$ cat src/rtl/lock_reset_seq.sv
module lock_reset_seq #(
  parameter int DEBOUNCE_CYCLES    = 16,
  parameter int LOCK_STABLE_CYCLES = 8,
  parameter int DOMAIN_STAGES      = 2
) (
  input  logic clk,
  input  logic ext_rst_req,
  input  logic lock,
  output logic sys_rst,
  output logic dom_rst,
  output logic lock_wait
);
  localparam int DW = $clog2(DEBOUNCE_CYCLES + 1);
  localparam int LW = $clog2(LOCK_STABLE_CYCLES + 1);

  logic                     lock_lost;
  logic [1:0]               ext_sync;
  logic                     ext_s;
  logic                     ext_held;
  logic [DW-1:0]            deb_cnt;
  logic [LW-1:0]            lock_cnt;
  logic                     stable;
  logic                     hold_rst;
  logic                     out_arst;
  logic [1:0]               rel_q;
  logic [DOMAIN_STAGES-1:0] dom_q;

  assign lock_lost = ~lock;
  assign ext_s     = ext_sync[1];

  always_ff @(posedge clk or posedge lock_lost)
    if (lock_lost) ext_sync <= 2'b11;
    else           ext_sync <= {ext_sync[0], ext_rst_req};

  always_ff @(posedge clk or posedge lock_lost)
    if (lock_lost) begin
      ext_held <= 1'b1;
      deb_cnt  <= '0;
    end else if (ext_s == ext_held) begin
      deb_cnt  <= '0;
    end else if (deb_cnt == DW'(DEBOUNCE_CYCLES - 1)) begin
      ext_held <= ext_s;
      deb_cnt  <= '0;
    end else begin
      deb_cnt  <= deb_cnt + 1'b1;
    end

  always_ff @(posedge clk or posedge lock_lost)
    if (lock_lost) begin
      lock_cnt <= '0;
      stable   <= 1'b0;
    end else if (ext_held) begin
      lock_cnt <= '0;
      stable   <= 1'b0;
    end else if (!stable) begin
      if (lock_cnt == LW'(LOCK_STABLE_CYCLES - 1)) stable <= 1'b1;
      else                                         lock_cnt <= lock_cnt + 1'b1;
    end

  assign hold_rst  = ext_held | ~stable;
  assign out_arst  = lock_lost | ext_held;
  assign lock_wait = ~ext_held & ~stable;

  always_ff @(posedge clk or posedge out_arst)
    if (out_arst) rel_q <= 2'b11;
    else          rel_q <= {rel_q[0], hold_rst};

  assign sys_rst = rel_q[1];

  always_ff @(posedge clk or posedge sys_rst)
    if (sys_rst) dom_q <= '1;
    else         dom_q <= dom_q << 1;

  assign dom_rst = dom_q[DOMAIN_STAGES-1];


  always @(negedge clk)
    if (!lock) lock_low_chk: assert (sys_rst && dom_rst && !lock_wait);


  lock_cnt_range_chk: assert property (@(posedge clk) disable iff (!lock)
    lock_cnt < LW'(LOCK_STABLE_CYCLES));


  release_after_stable_chk: assert property (@(posedge clk) disable iff (!lock)
    $fell(sys_rst) |-> $past(stable));


  wait_in_reset_chk: assert property (@(posedge clk) disable iff (!lock)
    lock_wait |-> sys_rst);


  dom_follow_chk: assert property (@(posedge clk) disable iff (!lock)
    sys_rst |-> dom_rst);
endmodule

$ cat config.mk
export PLATFORM = sky130hd
export DESIGN_NAME = lock_reset_seq
export DESIGN_NICKNAME = d
export VERILOG_FILES = /design/src/rtl/lock_reset_seq.sv
export SDC_FILE = /design/constraint.sdc
export NUM_CORES = 1
export LEC_CHECK = 0
export CAP_MARGIN = 0
export CORE_AREA = 8 8 46 48
export DETAILED_ROUTE_END_ITERATION = 16
export DIE_AREA = 0 0 54 56
export DONT_BUFFER_PORTS = 1
export HOLD_SLACK_MARGIN = 0.12
export PLACE_DENSITY_LB_ADDON = 0.3
export SLEW_MARGIN = 15
export SYNTH_ARGS = -nofsm -noshare
export SYNTH_HDL_FRONTEND = slang
export SYNTH_SLANG_ARGS = --single-unit
$ cat constraint.sdc
create_clock -name clk -period 1.1 [get_ports clk]
set_input_delay 0.22 -clock clk [delete_from_list [all_inputs] [get_ports clk]]
set_output_delay 0.22 -clock clk [all_outputs]
set_load 0.02 [all_outputs]
# After elaboration in Yosys (flattened, before gate mapping)
# Cells that the tools add are included.
dict set report classes {
  add_sub_neg 2
  n_eq_ne 5
  mux 8
  bitwise_logic 7
  n_reduce_logical 2
}
# op count
set ops {}
lappend ops {{2-to-1 mux 4 bit} 3}
lappend ops {{2-to-1 mux 5 bit} 2}
lappend ops {{adder 5 x 1 -> 5 bit (second input constant)} 1}
lappend ops {{== test 5 x 4 -> 1 bit (second input constant)} 1}
lappend ops {{adder 4 x 1 -> 4 bit (second input constant)} 1}
lappend ops {{== test 4 x 3 -> 1 bit (second input constant)} 1}
lappend ops {{inequality test 2 bit (second input constant)} 2}
lappend ops {{inverter 1 bit} 4}
lappend ops {{AND reduction 2 bit} 2}
lappend ops {{2-to-1 mux 1 bit} 3}
lappend ops {{OR 1 bit} 2}
lappend ops {{AND 1 bit} 1}
lappend ops {{== test 1 bit} 1}
dict set report word_totals {
  register_bits 17
  out_inout_bits 3
  wordCells 31
}

# Logic depth before layout (Yosys ltp)
dict set report depth {
  depth_word 4
  mapped_depth 4
}

# Least setup slack after synthesis
# No wires, ideal clock.
dict set report synth_timing {
  path_type {reg-to-reg}
  start {register lock_cnt[0]}
  end {register lock_cnt[0]}
  arrival_ps 1241
  required_ps 975
  path_slack_ps -266
  path_stages_with_launch 4
  synth_period_minus_slack_ps 1366
  cell_sequence {dfrtp_1 ha_1 a31oi_1 mux2_2}
}
dict set report synth_between {
  elab_chain_len 4
  word_cells_on_any_way 7
  classes_between {add/sub: 1; eq/ne: 2; mux: 3; reduce/logical: 1}
}
# element line
set synth_lines {}
lappend synth_lines {{start: declaration} 21} ;# logic [LW-1:0] lock_cnt;
lappend synth_lines {{start signal: assignment} 57} ;# else lock_cnt <= lock_cnt + 1'b1;
lappend synth_lines {{adder 4 x 1 -> 4 bit} 57}
lappend synth_lines {{2-to-1 mux 4 bit} 56} ;# if (lock_cnt == LW'(LOCK_STABLE_CYCLES - 1)) stable <= 1'b1;
lappend synth_lines {{2-to-1 mux 4 bit} 55} ;# end else if (!stable) begin
lappend synth_lines {{2-to-1 mux 4 bit} 52} ;# end else if (ext_held) begin
# Several ways; a longest one is shown, not always the timed one. The select of a mux whose other input is x is not followed.
# A chain may end at the register's enable or synchronous reset.

# Worst setup path after layout
dict set report layout_timing {
  start {register ext_held}
  end {output port lock_wait}
}
dict set report layout_between {
  elab_chain_len 2
}
# element line
set layout_lines {}
lappend layout_lines {{start: declaration} 19} ;# logic ext_held;
lappend layout_lines {{start signal: assignment} 42} ;# ext_held <= ext_s;
lappend layout_lines {{inverter 1 bit} 62} ;# assign lock_wait = ~ext_held & ~stable;
lappend layout_lines {{AND 1 bit} 62}
lappend layout_lines {{end: declaration} 11} ;# output logic lock_wait
# Every way passes these cells.

==> flow_summary.yaml <==
timing:
  max_slew_margin: 0.5978
  worst_pin_slew_ns: 0.6032
  fin_crit_sh: 1.194
  drv_slew: 0
  setup-violations-final: 9
  max_freq_mhz: 761.3
  rsz0062_at_grt: "true"
  layout_setup_ws_ns: -0.2135
  hold_viol_final: 10
  post-route-min-period_ns: 1.314
  fin_hold_ws_ns: -0.01250
  skew_ns: 0.0009298
worst_setup_path:
  cp.required_ns: 0.88
  path_max_fanout: 2
  end_kind: "output port"
  critPathLaunchType: "flip-flop"
  crit_type: "reg2out"
  cp.arrival_ns: 1.09
routing:
  drtIter0Drc: 2
  drc_errors: 0
  totalWireLength_um: 1189
  via_per_inst: 4.882
  routed-via-count: 454
  wl_per_cell_um: 12.78
  drtAntennaViolNets: 0
  firstDrtPassIters: 2
cts:
  clock_latency_ns: 0.29
  cts_hold_buf: 2
  clk_path_buf_depth: 2
  cts_made_buffers: 3
  h-tree-depth: 1
  cts_tree: "built"
  cts_root_buf: "clkbuf_4"
  cts.reportedPaths.clkPinSlew_ns: 0.09
  cts.sinks: 17
grt:
  grt_first_pass_wirelength_um: 2063
  antenna_found_initial: 0
  grt_max_degree: 15
  track_usage: 0.09292
  gr-total-overflow: 0
  grt_pass1_vias: 473
final_layout:
  layout-area-overhead-vs-synth_pct: 42.54
  fill_cells: 109
  sequential_cell_area_um2: 434.2
  fin_cells: 93
  drive_above_1_share: 0.5065
  multi_input_area_um2: 304.0
  diodes: 0
  fin_util: 0.6742
  nets: 83
synthesis:
  ys_seq_area_frac: 0.6390
  synth.cell_area_um2: 679.4
  synth_cell_types: 25
  syn-num-nets: 60
  synth_simple_gate_area_frac: 0.1713
  synthXorXnorAreaFrac: 0.03867
  synth_mux_area_frac: 0.04788
  synth_area_leaders: "dfrtp_1 (37%), dfstp_2 (27%), xor2_1 (3.9%), ha_1 (3.7%), mux2_2 (3.3%)"
  yosysTopAreaCellShare: 0.3683
  ys_ff_latch: 17
  avgSynthCellArea_um2: 12.35
  yosys_warnings: 0
  yosys.area.top_type: "dfrtp_1"
  synth_compound_gate_area_share: 0.03683
  synthAdderAreaFrac: 0.03683
  synth_top_family_by_area: "simple AND/OR/NAND/NOR gates"
  syn-instance-count: 55
power_and_ir_drop:
  powerDensity_nw_per_um2: 1108
  leakage_uw: 0.0004377
  vdd.ir_drop.worst_mv: 0.8728
outcome:
  violations: "hold timing, setup timing"
  status: "finished with violations"
min_path:
  min_path_type: "in2async"
flow_run:
  drv_cap: 0
placed_design:
  port_buffers: 0
  post-dp-hpwl_um: 812.2
  place_congestion: 0.7673
  place_inst: 82
die:
  die_x_um: 54
  io_pins: 6
  die_h_um: 56
  core_um2: 1436
  initial_utilization: 0.4730
  fp-row-count: 14
  dieArea_um2: 3024
[final timing paths]
path | startpoint | endpoint | slack, ns | cells past startpoint
max | ext_held$_DFFE_PN1P_ | lock_wait | -0.21 | 3
min | lock | deb_cnt[1]$_DFF_PN0_ | -0.01 | 1
max reg2reg | ext_held$_DFFE_PN1P_ | lock_cnt[0]$_DFFE_PN0P_ | -0.14 | 4
min reg2reg | rel_q[1]$_DFF_PP1_ | dom_q[1]$_DFF_PP1_ | 0.33 | 1
max in group asynchronous | ext_held$_DFFE_PN1P_ | rel_q[0]$_DFF_PP1_ | 0.43 | 3
min in group clk | rel_q[0]$_DFF_PP1_ | rel_q[1]$_DFF_PP1_ | 0.36 | 0
[registers in the layout, indices dropped and copies added (netlist names)]
signal,cells
deb_cnt,5
lock_cnt,4
dom_q,2
ext_sync,2
rel_q,2
ext_held,1
stable,1
[per-stage QoR]
| step | TNS [ns] | hold slack [ns] | area (µm²) | power (µW) | setup slack (ns) |
|---|---|---|---|---|---|
| 2_1_floorplan | -0.1167 | -0.07559 | 714.4 | 701.4 | -0.08016 |
| 3_3_place_gp | -0.1659 | -0.07522 | 819.5 | 717.5 | -0.06446 |
| 3_5_place_dp | -0.2713 | -0.07518 | 819.5 | 721.2 | -0.1180 |
| 4_1_cts | -0.6152 | 0.3362 | 953.4 | 1085 | -0.2178 |
| 5_1_grt | -1.145 | 0.03862 | 968.4 | 1122 | -0.2560 |
| 6_report | -0.5537 | -0.01250 | 968.4 | 1073 | -0.2135 |
[what timing repair did]
| action | in CTS | in global routing |
|---|---|---|
| pin swaps | 5 | 3 |
| setup buffers | 5 | 0 |
| resized for setup | 10 | 4 |
| endpoints found under the setup margin | 10 | 15 |
| endpoints found under the hold margin | 16 | 10 |
[cell usage after synthesis]
cell and number:
or2b_1 1, and3_1 1, and2_1 2, inv_1 3
a31oi_1 1, nor2b_1 2, nand3_1 2, a21oi_1 1
conb_1 1, a21oi_2 1, mux2_2 2, buf_2 1
ha_1 2, nand2b_1 2, dfstp_2 7, or3_1 1
and4_1 1, nor3_1 1, nand4b_1 1, nand2_1 1
o21ai_0 1, nor2_1 6, mux2i_1 1, dfrtp_1 10
xor2_1 3
[cell families (layout without fill, tap and decap cells)]
| group | Yosys count | in the layout |
|---|---|---|
| AOI/OAI and AO/OA | 4 | 4 |
| xor gates and xnor gates | 3 | 3 |
| adders and majority gates | 2 | 2 |
| buffers and inverters | 4 | 26 |
| DFF | 17 | 17 |
| muxes | 3 | 3 |
| other | 1 | 1 |
| and+or+nand+nor | 21 | 21 |
[report_power, final]
part / switching [µW] / leakage, µW / internal (µW)
sequential: 17.5 / 0.000190 / 650
combinational: 31.6 / 0.000233 / 41.6
clock: 190 / 0.0000150 / 141
[critical path, stage by stage, from the launching register on]
cell and delay, ns:
dfstp_2 0.55, buf_6 0.10, nor2_2 0.03, buf_6 0.12
[metal layers]
metal	wire length [µm]	GRT usage	up-vias	part of all wire
met1	551	0.1111	220	0.46
met4	36	0.04930	0	0.030
li1	-	-	220	-
met3	66	0.04545	5	0.056
met2	536	0.1310	9	0.45
met5	0	0	-	0
[cell type report]
class / count / area share
Tap cell: 16 / 0.02067
Clock buffer: 4 / 0.02713
Multi-Input combinational cell: 34 / 0.3140
Inverter: 3 / 0.01163
Sequential cell: 17 / 0.4483
Timing Repair Buffer: 19 / 0.1783
[layout by cell type (no fill, tap or decap), types with 2 or more instances in the layout]
cell type,n
clkbuf_4,3
xor2_1,2
buf_6,6
dfstp_2,7
nor2_1,4
mux2_4,2
nand2b_1,2
nor2_2,2
dfrtp_1,10
inv_1,3
nor2b_1,2
buf_4,11
and2_1,2
Power figures use the tool's default switching activity.
